$ cat src/rtl/pic_init_pkg.sv
package pic_init_pkg;

    typedef enum logic [1:0] {
        ST_READY   = 2'd0,
        ST_WAIT_W2 = 2'd1,
        ST_WAIT_W3 = 2'd2,
        ST_WAIT_W4 = 2'd3
    } seq_state_t;

    typedef struct packed {
        logic start;     // first initialization word
        logic odd_wr;    // any write to the odd port
        logic rd_cmd;    // even-port read/mask command
    } wr_kind_t;

endpackage

$ cat src/rtl/pic_init_decode.sv
module pic_init_decode
    import pic_init_pkg::*;
#(
    parameter int DATA_W    = 8,
    parameter int START_BIT = 4,
    parameter int CMD_BIT   = 3
) (
    input  logic              wr_en,
    input  logic              port_odd,
    input  logic [DATA_W-1:0] wr_data,
    output wr_kind_t          kind
);

    always_comb begin
        kind        = '0;
        kind.odd_wr = wr_en && port_odd;
        kind.start  = wr_en && !port_odd && wr_data[START_BIT];
        kind.rd_cmd = wr_en && !port_odd && !wr_data[START_BIT] && wr_data[CMD_BIT];
    end

endmodule

$ cat src/rtl/pic_init_fsm.sv
module pic_init_fsm
    import pic_init_pkg::*;
(
    input  logic       clk,
    input  logic       rst_n,
    input  wr_kind_t   kind,
    output seq_state_t state,
    output logic       busy
);

    seq_state_t state_nx;

    // state register
    always_ff @(posedge clk) begin
        if (!rst_n) begin
            state <= ST_READY;
        end else begin
            state <= state_nx;
        end
    end

    // next state
    always_comb begin
        state_nx = state;
        if (kind.start) begin
            state_nx = ST_WAIT_W2;                 // START
        end else if (kind.odd_wr) begin
            unique case (state)
                ST_WAIT_W2: state_nx = ST_WAIT_W3; // TAKE_W2
                ST_WAIT_W3: state_nx = ST_WAIT_W4; // TAKE_W3
                ST_WAIT_W4: state_nx = ST_READY;   // FINISH
                ST_READY:   state_nx = ST_READY;   // MASK_LOAD
            endcase
        end
    end

    // outputs
    always_comb begin
        busy = (state != ST_READY);
    end

endmodule

$ cat src/rtl/pic_init_cfg.sv
module pic_init_cfg
    import pic_init_pkg::*;
#(
    parameter int DATA_W   = 8,
    parameter int NUM_IRQ  = 8,
    parameter int LVL_BIT  = 3,
    parameter int AEOI_BIT = 1,
    parameter int RSEL_EN  = 1,
    parameter int RSEL_VAL = 0,
    parameter int SMM_EN   = 6,
    parameter int SMM_VAL  = 5,
    localparam int ID_W    = $clog2(NUM_IRQ),
    localparam int VEC_W   = DATA_W - ID_W
) (
    input  logic              clk,
    input  logic              rst_n,
    input  wr_kind_t          kind,
    input  seq_state_t        state,
    input  logic [DATA_W-1:0] wr_data,
    output logic [VEC_W-1:0]  vec_base,
    output logic [ID_W-1:0]   slave_id,
    output logic              level_mode,
    output logic              auto_eoi,
    output logic [DATA_W-1:0] mask,
    output logic              special_mask,
    output logic              read_isr,
    output logic              edge_clear
);

    localparam logic [ID_W-1:0] ID_DEFAULT = ID_W'(NUM_IRQ - 1);

    always_ff @(posedge clk) begin
        if (!rst_n) begin
            vec_base     <= '0;
            slave_id     <= ID_DEFAULT;
            level_mode   <= 1'b0;
            auto_eoi     <= 1'b0;
            mask         <= '1;
            special_mask <= 1'b0;
            read_isr     <= 1'b0;
            edge_clear   <= 1'b0;
        end else begin
            edge_clear <= kind.start;
            if (kind.start) begin
                mask         <= '0;
                slave_id     <= ID_DEFAULT;
                special_mask <= 1'b0;
                read_isr     <= 1'b0;
                auto_eoi     <= 1'b0;
                level_mode   <= wr_data[LVL_BIT];
            end else if (kind.odd_wr) begin
                unique case (state)
                    ST_WAIT_W2: vec_base <= wr_data[DATA_W-1:ID_W];
                    ST_WAIT_W3: slave_id <= wr_data[ID_W-1:0];
                    ST_WAIT_W4: auto_eoi <= wr_data[AEOI_BIT];
                    ST_READY:   mask     <= wr_data;
                endcase
            end else if (kind.rd_cmd && state == ST_READY) begin
                if (wr_data[RSEL_EN]) read_isr     <= wr_data[RSEL_VAL];
                if (wr_data[SMM_EN])  special_mask <= wr_data[SMM_VAL];
            end
        end
    end

endmodule

$ cat src/rtl/pic_init_seq.sv
module pic_init_seq
    import pic_init_pkg::*;
#(
    parameter int DATA_W  = 8,
    parameter int NUM_IRQ = 8,
    localparam int ID_W   = $clog2(NUM_IRQ),
    localparam int VEC_W  = DATA_W - ID_W
) (
    input  logic              clk,
    input  logic              rst_n,
    input  logic              wr_en,
    input  logic              port_odd,
    input  logic [DATA_W-1:0] wr_data,
    output logic              init_busy,
    output logic [VEC_W-1:0]  vec_base,
    output logic [ID_W-1:0]   slave_id,
    output logic              level_mode,
    output logic              auto_eoi,
    output logic [DATA_W-1:0] mask,
    output logic              special_mask,
    output logic              read_isr,
    output logic              edge_clear
);

    wr_kind_t   kind;
    seq_state_t state;

    pic_init_decode #(.DATA_W(DATA_W)) u_decode (
        .wr_en    (wr_en),
        .port_odd (port_odd),
        .wr_data  (wr_data),
        .kind     (kind)
    );

    pic_init_fsm u_fsm (
        .clk   (clk),
        .rst_n (rst_n),
        .kind  (kind),
        .state (state),
        .busy  (init_busy)
    );

    pic_init_cfg #(.DATA_W(DATA_W), .NUM_IRQ(NUM_IRQ)) u_cfg (
        .clk          (clk),
        .rst_n        (rst_n),
        .kind         (kind),
        .state        (state),
        .wr_data      (wr_data),
        .vec_base     (vec_base),
        .slave_id     (slave_id),
        .level_mode   (level_mode),
        .auto_eoi     (auto_eoi),
        .mask         (mask),
        .special_mask (special_mask),
        .read_isr     (read_isr),
        .edge_clear   (edge_clear)
    );

endmodule

$ cat config.mk
export PLATFORM = sky130hd
export DESIGN_NAME = pic_init_seq
export DESIGN_NICKNAME = d
export VERILOG_FILES = /design/src/rtl/pic_init_pkg.sv /design/src/rtl/pic_init_decode.sv /design/src/rtl/pic_init_fsm.sv /design/src/rtl/pic_init_cfg.sv /design/src/rtl/pic_init_seq.sv
export SDC_FILE = /design/constraint.sdc
export NUM_CORES = 1
export LEC_CHECK = 0
export BUFFER_PORTS_ARGS = -buffer_cell sky130_fd_sc_hd__buf_2
export CAP_MARGIN = 20
export CORE_UTILIZATION = 51
export CTS_CLUSTER_SIZE = 24
export DETAILED_ROUTE_END_ITERATION = 10
export PLACE_DENSITY = 0.82
export SYNTH_ARGS = -nofsm -noshare
export SYNTH_HDL_FRONTEND = slang
export SYNTH_SLANG_ARGS = --single-unit
$ cat constraint.sdc
create_clock -name clk -period 3.65 [get_ports clk]
set_input_delay 0.1825 -clock clk [delete_from_list [all_inputs] [get_ports clk]]
set_output_delay 0.1825 -clock clk [all_outputs]
set_load 0.01 [all_outputs]
======== After elaboration in Yosys (flattened, before gate mapping) ========
Index checks and enable logic that the tools add are counted.
word-level totals
  flip-flop bits (word level) ............. 23
  input port bits ......................... 12
  word-level logic and storage cells ...... 42
operators by class
  equality and inequality tests ........... 3
  muxes and demuxes ....................... 6
  bitwise logic cells ..................... 3
  reductions and logical operators ........ 20
operators by type and width
  cell                  number
  $mux W8               3
  $reduce_and A3 Y1     3
  $logic_and A1 B1 Y1   6
  $pmux W2 S3           1
  $reduce_and A2 Y1     3
  $reduce_bool A2 Y1    3
  $eq A2 B2 Y1 const B  2
  $reduce_or A2 Y1      2
  $not A1 Y1            3
  $eq A2 B1 Y1 const B  1
  $logic_not A1 Y1      2
  $logic_not A2 Y1      1
  $mux W1               2

======== Longest topological paths before layout ========
Gate-level depths: netlist of the first run.
  depth in word-level cells ............... 6
  gate-level depth with buffers ........... 7

======== Hierarchy ========
A second synthesis of the first run with hierarchy kept.
second synthesis, totals
  cells, all modules ...................... 100
  area, all modules ....................... 1,003.5 um2
modules (own cells, without submodules)
  module           instances  cells each  area an instance (um2)  seq. area each (um2)
  pic_init_cfg     1          86          860.8                   420.4
  pic_init_fsm     1          11          112.6                   40.0
  pic_init_decode  1          3           30.0                    0.0

======== Worst setup path before layout of the first run ========
OpenSTA, ideal clock, no wires.
  path type ............................... reg2reg
  start point ............................. register u_fsm.state[0]
  end point ............................... register u_cfg.mask[1]
  arrival time ............................ 1.281 ns
  required time ........................... 3.528 ns
  setup slack ............................. 2.247 ns
  stages on the path, launching flop included .. 8
  period minus slack after synthesis ...... 1.403 ns
  cells stage by stage .................... dfxtp_1 inv_1 ha_1 and3_1 buf_6 nor2b_2 buf_6 a221o_1
on the way
  cells in the longest elaborated chain, start to end .. 3
RTL lines
  item                          RTL line            RTL
  start, declared               pic_init_fsm.sv:7   output seq_state_t state,
  start signal, assigned        pic_init_fsm.sv:18  state <= state_nx;
  $logic_not A2 Y1              pic_init_cfg.sv:52  unique case (state)
  $reduce_bool A2 Y1 (no line)  --
  $reduce_and A2 Y1 (no line)   --
  end signal, assigned          pic_init_cfg.sv:56  ST_READY: mask <= wr_data;
  end, declared                 pic_init_cfg.sv:24  output logic [DATA_W-1:0] mask,
No other way between the ends.
A chain may end at the register's enable or synchronous reset.

======== Worst setup path after layout of the first run ========
  start point ............................. register u_fsm.state[0]
  end point ............................... register u_cfg.mask[7]
Same word-level chain as after synthesis.

==> metrics.sh, run 1 <==
CRITICAL_PATH.MAX_STAGE_DELAY_PS=360
GRT_SETUP_UNREPAIRED='no'
SWITCHING_SHARE_PCT=25.8
DIE_WIDTH_UM=45.1
AREA_SHARE_OF_THE_LEADING_CELL_TYPE_IN_THE_SYNTHESIZED_NETLIST_PCT=48.7
SYNTH_XOR_XNOR_AREA_SHARE_PCT=0
MUXSHAREOFSYNTHAREA_PCT=10.6
COREAREA_UM2=1730
CLOCK_LATENCY_PS=310
NUMBER_OF_GLOBAL_ROUTE_VIAS_BEFORE_REPAIR=660
PATH_CLASS='register to register'
GRT_ANTENNA_BEFORE_REPAIR=0
POWER_FRAC_COMB_PCT=13.8
MAX-CAP-VIOLATIONS=0
CRIT_REQUIRED_PS=3850
SYNTH_TOP_FAMILY_BY_AREA='simple AND/OR/NAND/NOR gates'
CRITPATHARRIVALTIME_PS=1790
SYNTH_CELLS=90
ROUTED_WIRE_LENGTH_PER_INSTANCE_UM=12.6
NUMBER_OF_CELLS_UPSIZED_OR_DOWNSIZED_AFTER_CTS=0
FINAL_MIN_PERIOD_OVER_CLOCK_PERIOD_PCT=43.7
SYNTHADDERAREAFRAC_PCT=5.29
POST-SYNTH-TOP-AREA-CELL='dfxtp_1'
POWER_DENSITY_nW_PER_UM2=395
PLACED_CELLS=143
YOSYSUNIQUECELLTYPES=20
TIME_THE_WORST_PATH_NEEDS_WITH_I_O_DELAYS_AND_SETUP_PS=1590
POSTSYNTHNETCOUNT=106
DPL_CELL_AREA_UM2=1100
GP_WEIGHTED_CONGESTION=0.879
CTS_HOLD_REPAIR.BUFFERS=0
FIRSTDRTPASSITERS=4
DETAILED_PLACE_HPWL_UM=1400
NUMBER_OF_BUFFERS_ADDED_FOR_SETUP_AFTER_CTS=0
NUMPORTBUFFERS=33
SEQ_POWER_SHARE_PCT=60.5
CTS_MAX_LEVEL=1
DRT_WL_TOTAL_UM=1860
SETUP_VIOLATIONS=0
CP_CAPTURE_POINT='u_cfg.mask[7]$_SDFFE_PN1P_'
TERMINUS_OF_THE_CRITICAL_FLOP_TO_FLOP_PATH='u_cfg.mask[7]$_SDFFE_PN1P_'
WORST-PATH-BUF-INV=1
GRT_FIRST_PASS_WIRELENGTH_UM=2870
CLOCK-SINKS=23
SYNTH_TO_LAYOUT_AREA_GROWTH_PCT=18.9
PIN_COUNT_OF_THE_BIGGEST_NET_ENTERING_GLOBAL_ROUTING=16
FLOORPLAN.INITIALDENSITY_PCT=54.8
FINALHOLDVIOLATIONS=0
GRT_REMAINING_OVERFLOW=0
DIE_AREA_UM2=2030
MAX_FREQ_MHz=627
DRIVE_GT1_SHARE_PCT=32.0
TIMING.SLEW.HEADROOM_PCT=70.4
NUM-FILL-CELLS=162
FINAL.SETUP.WORST_SLACK_PS=2060
SYNTHSIMPLEGATEAREAFRAC_PCT=16.4
POWER.TOTAL_uW=444
WORST_MIN_PATH_START='wr_data[2]'
STATUS='completed'
POST_DRT_VIA_CELL_RATIO=5.26
COUNT_OF_STATE_ELEMENTS_AFTER_SYNTHESIS=23
WORST_CLOCK_SKEW_PS=9.79
DRT_ITER0_DRC=20
MAXSLEWVIOLCOUNT=0
SYNTH_COMPOUND_GATE_AREA_SHARE_PCT=12.7
IO-PIN-COUNT=34
DP_WORST_SETUP_SLACK_PS=2080
SETUP.WORST_PATH.START='u_fsm.state[0]$_SDFFE_PN0P_'
FIN_SETUP_TNS_PS=0
FIN_AREA_UM2=1120
WORSTPATHCELLLIST='inv_1, ha_1, and3_1, nor2b_2, a221o_1'
DRC=0
CP-START-KIND='register'
CPLARGESTDELAYFAMILY='simple AND/OR/NAND/NOR gates'
DETAIL-ROUTE-ANTENNA-NETS=0
CRITICAL_PATH.SLOWEST_CELL='and3_1'
RR_WORST_DEPTH=5
WORSTMARGINPINSLEW_PS=443
POST_SYNTH_MAIN_AREA_CONTRIBUTORS='dfxtp_1, mux2i_1, a221o_1'
TIMING.HOLD.WORST.CLASS='input port to register'
YOSYSSEQAREASHARE_PCT=48.7
GLOBAL_ROUTING_USAGE_SUMMED_ACROSS_ALL_ROUTING_LAYERS_PCT=19.7
ANTENNADIODECOUNT=0
CTS_TREE='built'
INSTANCES_NO_FILL=147
AVGSYNTHCELLAREA_UM2=10.5
P_LEAK_uW=0.000574
SETUP.WORST_PATH.END_CLASS='register'
REGTOREGSTARTPOINT='u_fsm.state[0]$_SDFFE_PN0P_'
NUMBER_OF_WARNING_MESSAGES_IN_THE_YOSYS_LOG=0
MAPPEDNETLISTAREA_UM2=946
INTERNAL_POWER_uW=330
POWER.IR.VDD_WORST_V=0.000240
RRSETUPSLACK_PS=2060
P_CLK_SHARE_PCT=25.8
CTS-BUFFERS-INSERTED=3
CTS.CLK_SLEW.WORST_PATHS_PS=130
SWITCHING_POWER_uW=115
ROUTE.VIAS.TOTAL=773
CTS-ROOT-BUF='clkbuf_4'
DIEHEIGHT_UM=45.1
FINAL_NETS=139
CTS_BUFFER_DEPTH=2
WORSTSETUPPATHDEPTH=5
CORE.ROWCOUNT=15
TIMING.CRITICAL_PATH.FANOUT_MAX=9
cell families (layout without fill, tap and decap cells):
family | after synthesis | count (layout)
muxes | 10 | 10
buffers and inverters | 9 | 41
adders and majority gates | 4 | 4
and+or+nand+nor | 28 | 28
DFF | 23 | 23
AOI/OAI and AO/OA | 16 | 16
final cells by class:
class                      count  area (µm²)  area share [%]
multi-input combinational     58         425            37.8
clock buffer                   3        22.5            2.00
clock inverter                 1        5.00           0.445
inverter                       4        15.0            1.33
sequential                    23         460            40.9
tap                           25        31.3            2.78
timing repair buffer          33         165            14.7
flip-flops by register name, summed over array words and instances (netlist names):
name and count:
u_fsm.state 2, u_cfg.slave_id 3, u_cfg.mask 8, u_cfg.special_mask 1
u_cfg.level_mode 1, u_cfg.edge_clear 1, u_cfg.read_isr 1, u_cfg.auto_eoi 1
u_cfg.vec_base 5
cells in the final DEF, fill, tap and decap left out, drive strengths merged, types with 2 or more instances in the layout:
master / count
mux2i: 10
o21ai: 4
nand3: 4
nand2: 8
nand4: 2
nor2: 8
buf: 33
clkbuf: 3
ha: 4
a21oi: 4
inv: 4
dfxtp: 23
a221o: 8
metal layers:
metal / global-route usage (%) / wire (µm) / vias up
met2: 33.0 / 907 / 25
met3: 4.00 / 88 / 4
met4: 9.09 / 21 / 0
li1: - / - / 385
met5: 0 / 0 / -
met1: 24.2 / 840 / 359
stage by stage:
step,hold WS (ps),utilization (%)
6_report,115,65.1
2_1_floorplan,307,-
5_1_grt,120,65.1
3_3_place_gp,421,63.6
4_1_cts,109,65.1
3_5_place_dp,434,63.6
synth_stat cells:
cell        n
a21oi_1     4
a221o_1     8
and2_1      1
and3_1      1
buf_4       1
buf_6       3
clkbuf_1    1
dfxtp_1    23
ha_1        4
inv_1       4
mux2i_1    10
nand2_1     8
nand3_1     4
nand3b_4    1
nand4_1     2
nand4bb_1   1
nor2_1      8
nor2b_2     1
nor4bb_1    1
o21ai_0     4
worst min-delay path by stage:
stage                     slack [ps]                             end  cells past startpoint
after floorplan                  310  u_cfg.slave_id[0]$_SDFFE_PP1P_                      2
after global placement           420  u_cfg.slave_id[2]$_SDFFE_PP1P_                      3
after detailed placement         430      u_cfg.mask[2]$_SDFFE_PN1P_                      2
after CTS                        110      u_cfg.mask[2]$_SDFFE_PN1P_                      2
after global routing             120  u_cfg.vec_base[4]$_SDFFE_PN0P_                      3
final                            110  u_cfg.slave_id[2]$_SDFFE_PP1P_                      3
worst reg2reg max path: cells and delay by family (launching register included):
kind / cells / cell delay, ps
adder cells (fa/ha/maj): 1 / 200
AND/OR/NAND/NOR: 2 / 510
flip-flops: 1 / 350
AO/OA/AOI/OAI: 1 / 320
buffers and inverters: 1 / 110
power groups by stage:
| stage | clock network (µW) | logic, µW | registers (µW) |
|---|---|---|---|
| 2_1_floorplan | 0 | 34.8 | 279 |
| 3_3_place_gp | 0 | 59.5 | 274 |
| 6_report | 114 | 61.2 | 269 |
| 3_5_place_dp | 0 | 61.0 | 274 |
| 4_1_cts | 120 | 60.9 | 269 |
| 5_1_grt | 128 | 67.9 | 270 |
(Power assumes the default switching activity.)
==> inputs of run 2 (changes only) <==
CORE_UTILIZATION = 42   (was 51)
PLACE_DENSITY = 0.72   (was 0.82)
clock period = 1.3 ns   (was 3.65 ns; I/O delays follow)
==> metrics.sh, run 2 (synthesized netlist as in run 1, its figures left out) <==
STATUS='completed'
GP_WEIGHTED_CONGESTION=0.807
PATH_CLASS='register to register'
DRC=0
DETAILED_PLACE_HPWL_UM=1520
FINAL.SETUP.WORST_SLACK_PS=8.41
POWER.IR.VDD_WORST_V=0.000630
FINALHOLDVIOLATIONS=0
IO-PIN-COUNT=34
POWER_DENSITY_nW_PER_UM2=1070
DIEHEIGHT_UM=49.5
CTS-BUFFERS-INSERTED=3
P_CLK_SHARE_PCT=25.5
COREAREA_UM2=2040
PLACED_CELLS=145
POWER_FRAC_COMB_PCT=15.6
CTS.CLK_SLEW.WORST_PATHS_PS=130
TIMING.CRITICAL_PATH.FANOUT_MAX=8
GRT_FIRST_PASS_WIRELENGTH_UM=3370
CRITPATHARRIVALTIME_PS=1500
INTERNAL_POWER_uW=943
CRIT_REQUIRED_PS=1500
NUMPORTBUFFERS=33
TIME_THE_WORST_PATH_NEEDS_WITH_I_O_DELAYS_AND_SETUP_PS=1290
CTS_MAX_LEVEL=1
WORSTMARGINPINSLEW_PS=440
PIN_COUNT_OF_THE_BIGGEST_NET_ENTERING_GLOBAL_ROUTING=16
CTS_TREE='built'
CLOCK-SINKS=23
MAX_FREQ_MHz=774
FINAL_MIN_PERIOD_OVER_CLOCK_PERIOD_PCT=99.4
DETAIL-ROUTE-ANTENNA-NETS=0
GRT_REMAINING_OVERFLOW=0
GRT_SETUP_UNREPAIRED='yes'
SYNTH_TO_LAYOUT_AREA_GROWTH_PCT=26.7
P_LEAK_uW=0.000602
CORE.ROWCOUNT=16
FLOORPLAN.INITIALDENSITY_PCT=46.3
MAXSLEWVIOLCOUNT=0
DRT_WL_TOTAL_UM=2090
LARGEST_REGISTER_FF_COUNT=8
CTS_BUFFER_DEPTH=2
SWITCHING_POWER_uW=339
SEQ_POWER_SHARE_PCT=58.9
FINAL_NETS=143
CTS-ROOT-BUF='clkbuf_4'
CP-START-KIND='register'
SETUP_VIOLATIONS=0
FIRSTDRTPASSITERS=4
ANTENNADIODECOUNT=0
ROUTED_WIRE_LENGTH_PER_INSTANCE_UM=13.7
POST_DRT_VIA_CELL_RATIO=5.25
LAYOUT.CELLS.MOST_COMMON='buf_2'
FIN_AREA_UM2=1200
INSTANCES_NO_FILL=153
DIE_WIDTH_UM=49.5
LARGEST_REGISTER='u_cfg.mask'
DIE_AREA_UM2=2450
HOLD_DEPTH=3
GLOBAL_ROUTING_USAGE_SUMMED_ACROSS_ALL_ROUTING_LAYERS_PCT=18.1
TIMING.SLEW.HEADROOM_PCT=70.6
DP_WORST_SETUP_SLACK_PS=-7.78
TOP_LIBRARY_CELLS_BY_USAGE_IN_THE_LAYOUT_FILL_AND_TAPS_ASIDE='buf_2, dfxtp_1, mux2i_1'
WORST_CLOCK_SKEW_PS=6.37
DPL_CELL_AREA_UM2=1120
SWITCHING_SHARE_PCT=26.4
DRT_ITER0_DRC=8
RR_WORST_DEPTH=5
SETUP.WORST_PATH.END_CLASS='register'
ROUTE.VIAS.TOTAL=804
REG_TOP3='u_cfg.mask: 8 flops, u_cfg.vec_base: 5 flops, u_cfg.slave_id: 3 flops'
GRT_ANTENNA_BEFORE_REPAIR=0
CLOCK_LATENCY_PS=310
MAX-CAP-VIOLATIONS=0
TIMING.HOLD.WORST.CLASS='input port to register'
POWER.TOTAL_uW=1280
NUMBER_OF_GLOBAL_ROUTE_VIAS_BEFORE_REPAIR=743
DRIVE_GT1_SHARE_PCT=38.9
FINISH.UTILIZATION_PCT=58.7
-- run 2: power by group through the flow --
| stage | combinational (µW) | sequential (µW) | clock [µW] |
|---|---|---|---|
| 6_report | 200 | 755 | 327 |
| 5_1_grt | 218 | 759 | 363 |
| 4_1_cts | 191 | 756 | 337 |
| 3_5_place_dp | 183 | 771 | 0 |
| 3_3_place_gp | 179 | 770 | 0 |
| 2_1_floorplan | 106 | 783 | 0 |
-- run 2: metrics by stage --
step                      hold WS, ps  setup TNS, ps
after floorplan                   189           -377
after global placement            307              0
after detailed placement          316          -14.7
after CTS                        2.15              0
after global routing             10.7          -89.3
final                            6.45              0
-- run 2: final timing paths --
path	startpoint	end	slack, ps
min	wr_data[0]	u_cfg.slave_id[0]$_SDFFE_PP1P_	6
max	u_fsm.state[1]$_SDFFE_PP0P_	u_cfg.mask[5]$_SDFFE_PN1P_	8
max reg2reg	u_fsm.state[1]$_SDFFE_PP0P_	u_cfg.mask[5]$_SDFFE_PN1P_	8
min reg2reg	u_cfg.slave_id[0]$_SDFFE_PP1P_	u_cfg.slave_id[0]$_SDFFE_PP1P_	490
-- run 2: final cells by class --
cell class / count / area (µm²)
fillers: 206 / 843
multi-input cells: 59 / 467
flip-flops and latches: 23 / 463
repair buffers: 36 / 193
well taps: 27 / 33.8
clock buffers: 3 / 22.5
inverters: 4 / 15.0
clock inverters: 1 / 5.00
-- run 2: critical path: stages (launching register included) --
cell	delay (ps)
dfxtp_2	360
inv_2	80
ha_4	150
and3_4	220
nor2b_4	70
a221o_1	300
-- run 2: timing repair --
item	CTS	global route
endpoints found under the setup margin	5	18
hold endpoints to repair	1	1
pin swaps	0	0
buffers inserted	0	1
cloned	1	0
resized for setup	0	3
hold buffers	1	1
-- run 2: per-layer routing --
layer / global-route usage [%] / wire (µm) / part of all wire [%]
met2: 30.1 / 1020 / 49
met3: 3.40 / 119 / 5.7
met5: 0 / 0 / 0
met4: 7.62 / 14 / 0.67
met1: 22.8 / 936 / 45
==> inputs of run 3 (changes only) <==
CORE_UTILIZATION = 51   (was 42)
PLACE_DENSITY = 0.82   (was 0.72)
clock period = 1.6 ns   (was 1.3 ns; I/O delays follow)
==> metrics.sh, run 3 (synthesized netlist as in run 1, its figures left out) <==
FIN_SETUP_TNS_PS=0
GRT_SETUP_UNREPAIRED='no'
CRITICAL_PATH.SLOWEST_CELL='dfxtp_1'
TIMING.HOLD.WORST.CLASS='input port to register'
ROUTE.VIAS.TOTAL=772
NUMBER_OF_GLOBAL_ROUTE_VIAS_BEFORE_REPAIR=660
MAX_FREQ_MHz=676
WORST-PATH-BUF-INV=1
CRITICAL_PATH.MAX_STAGE_DELAY_PS=350
CTS_HOLD_REPAIR.BUFFERS=0
TIMING.CRITICAL_PATH.FANOUT_MAX=9
GP_WEIGHTED_CONGESTION=0.879
SETUP.WORST_PATH.END_CLASS='register'
LARGEST_REGISTER='u_cfg.mask'
SYNTH_TO_LAYOUT_AREA_GROWTH_PCT=19.6
TIME_THE_WORST_PATH_NEEDS_WITH_I_O_DELAYS_AND_SETUP_PS=1480
CTS.CLK_SLEW.WORST_PATHS_PS=130
CPLARGESTDELAYFAMILY='simple AND/OR/NAND/NOR gates'
NUM-FILL-CELLS=161
HOLD_DEPTH=3
GLOBAL_ROUTING_USAGE_SUMMED_ACROSS_ALL_ROUTING_LAYERS_PCT=19.7
WORSTSETUPPATHDEPTH=5
MAXSLEWVIOLCOUNT=0
MAX-CAP-VIOLATIONS=0
CORE.ROWCOUNT=15
POWER.IR.VDD_WORST_V=0.000546
TOP_LIBRARY_CELLS_BY_USAGE_IN_THE_LAYOUT_FILL_AND_TAPS_ASIDE='buf_2, dfxtp_1, mux2i_1'
DRIVE_GT1_SHARE_PCT=32.8
TIMING.SLEW.HEADROOM_PCT=70.5
POST_DRT_VIA_CELL_RATIO=5.25
PATH_CLASS='register to register'
DRT_ITER0_DRC=21
GRT_FIRST_PASS_WIRELENGTH_UM=2870
PIN_COUNT_OF_THE_BIGGEST_NET_ENTERING_GLOBAL_ROUTING=16
CRITPATHARRIVALTIME_PS=1670
CTS_BUFFER_DEPTH=2
FINAL_NETS=139
WORSTMARGINPINSLEW_PS=443
ANTENNADIODECOUNT=0
DRT_WL_TOTAL_UM=1880
STATUS='completed'
FLOORPLAN.INITIALDENSITY_PCT=54.8
CLOCK_LATENCY_PS=310
RR_WORST_DEPTH=5
NUMPORTBUFFERS=33
LARGEST_REGISTER_FF_COUNT=8
FIRSTDRTPASSITERS=4
WORSTPATHCELLLIST='inv_1, ha_1, and3_2, nor2b_4, a221o_1'
DIE_AREA_UM2=2030
CTS_MAX_LEVEL=1
FINAL_MIN_PERIOD_OVER_CLOCK_PERIOD_PCT=92.5
DIEHEIGHT_UM=45.1
WORST_CLOCK_SKEW_PS=12.8
CTS-BUFFERS-INSERTED=3
DIE_WIDTH_UM=45.1
DETAIL-ROUTE-ANTENNA-NETS=0
CTS-ROOT-BUF='clkbuf_4'
FINALHOLDVIOLATIONS=0
COREAREA_UM2=1730
GRT_ANTENNA_BEFORE_REPAIR=0
DRC=0
CP-START-KIND='register'
LAYOUT.CELLS.MOST_COMMON='buf_2'
DETAILED_PLACE_HPWL_UM=1400
SETUP_VIOLATIONS=0
CRIT_REQUIRED_PS=1790
REG_TOP3='u_cfg.mask: 8 flops, u_cfg.vec_base: 5 flops, u_cfg.slave_id: 3 flops'
P_LEAK_uW=0.000581
CTS_TREE='built'
IO-PIN-COUNT=34
FIN_HOLD_WS_PS=7.27
GRT_REMAINING_OVERFLOW=0
POWER_DENSITY_nW_PER_UM2=898
ROUTED_WIRE_LENGTH_PER_INSTANCE_UM=12.8
CLOCK-SINKS=23
-- run 3: what timing repair did --
action | in CTS | in global routing
resized for setup | 0 | 2
setup endpoints to repair | 0 | 8
setup buffers | 0 | 0
hold endpoints to repair | 0 | 0
-- run 3: worst paths after layout --
| path | from | to | slack (ps) |
|---|---|---|---|
| max | u_fsm.state[0]$_SDFFE_PN0P_ | u_cfg.mask[7]$_SDFFE_PN1P_ | 120 |
| min | wr_data[2] | u_cfg.slave_id[2]$_SDFFE_PP1P_ | 7 |
| max reg2reg | u_fsm.state[0]$_SDFFE_PN0P_ | u_cfg.mask[7]$_SDFFE_PN1P_ | 120 |
| min reg2reg | u_cfg.slave_id[1]$_SDFFE_PP1P_ | u_cfg.slave_id[1]$_SDFFE_PP1P_ | 480 |
-- run 3: per-layer routing --
layer	global-route usage [%]	vias to the layer above	routed length, µm
met2	33.0	26	939
met3	4.00	2	101
met5	0	-	0
met4	9.09	0	4
li1	-	386	-
met1	24.2	358	838
-- run 3: cell type report --
| type | instances | area, µm² | share of cell area, % |
|---|---|---|---|
| sequential | 23 | 460 | 40.7 |
| clock buffer | 3 | 22.5 | 1.99 |
| tap | 25 | 31.3 | 2.77 |
| multi-input combinational | 58 | 432 | 38.2 |
| timing repair buffer | 33 | 165 | 14.6 |
| clock inverter | 1 | 5.00 | 0.442 |
| inverter | 4 | 15.0 | 1.33 |
-- run 3: stage by stage --
step | setup slack, ps | total power, µW | area (µm²) | instances | utilization [%]
6_report | 120 | 1020 | 1130 | 147 | 65.5
5_1_grt | 13.8 | 1070 | 1130 | 147 | 65.5
4_1_cts | 23.5 | 1030 | 1120 | 147 | 65.1
3_5_place_dp | 31.1 | 765 | 1100 | 143 | 63.6
3_3_place_gp | 115 | 760 | 1100 | 143 | 63.6
2_1_floorplan | 197 | 715 | 946 | 90 | -
-- run 3: worst min-delay path: cells and delay by family --
kind,cells,cell delay [ps]
buffers and inverters,1,90
AND/OR/NAND/NOR,1,70
multiplexers,1,60
-- run 3: power breakdown --
group	leakage, µW	total [µW]	switching [µW]	internal [µW]
Combinational	0.000375	142	80.7	61.8
Sequential	0.000188	613	14.4	599
Clock	0.0000177	261	167	93.2
Total	0.000581	1020	262	754
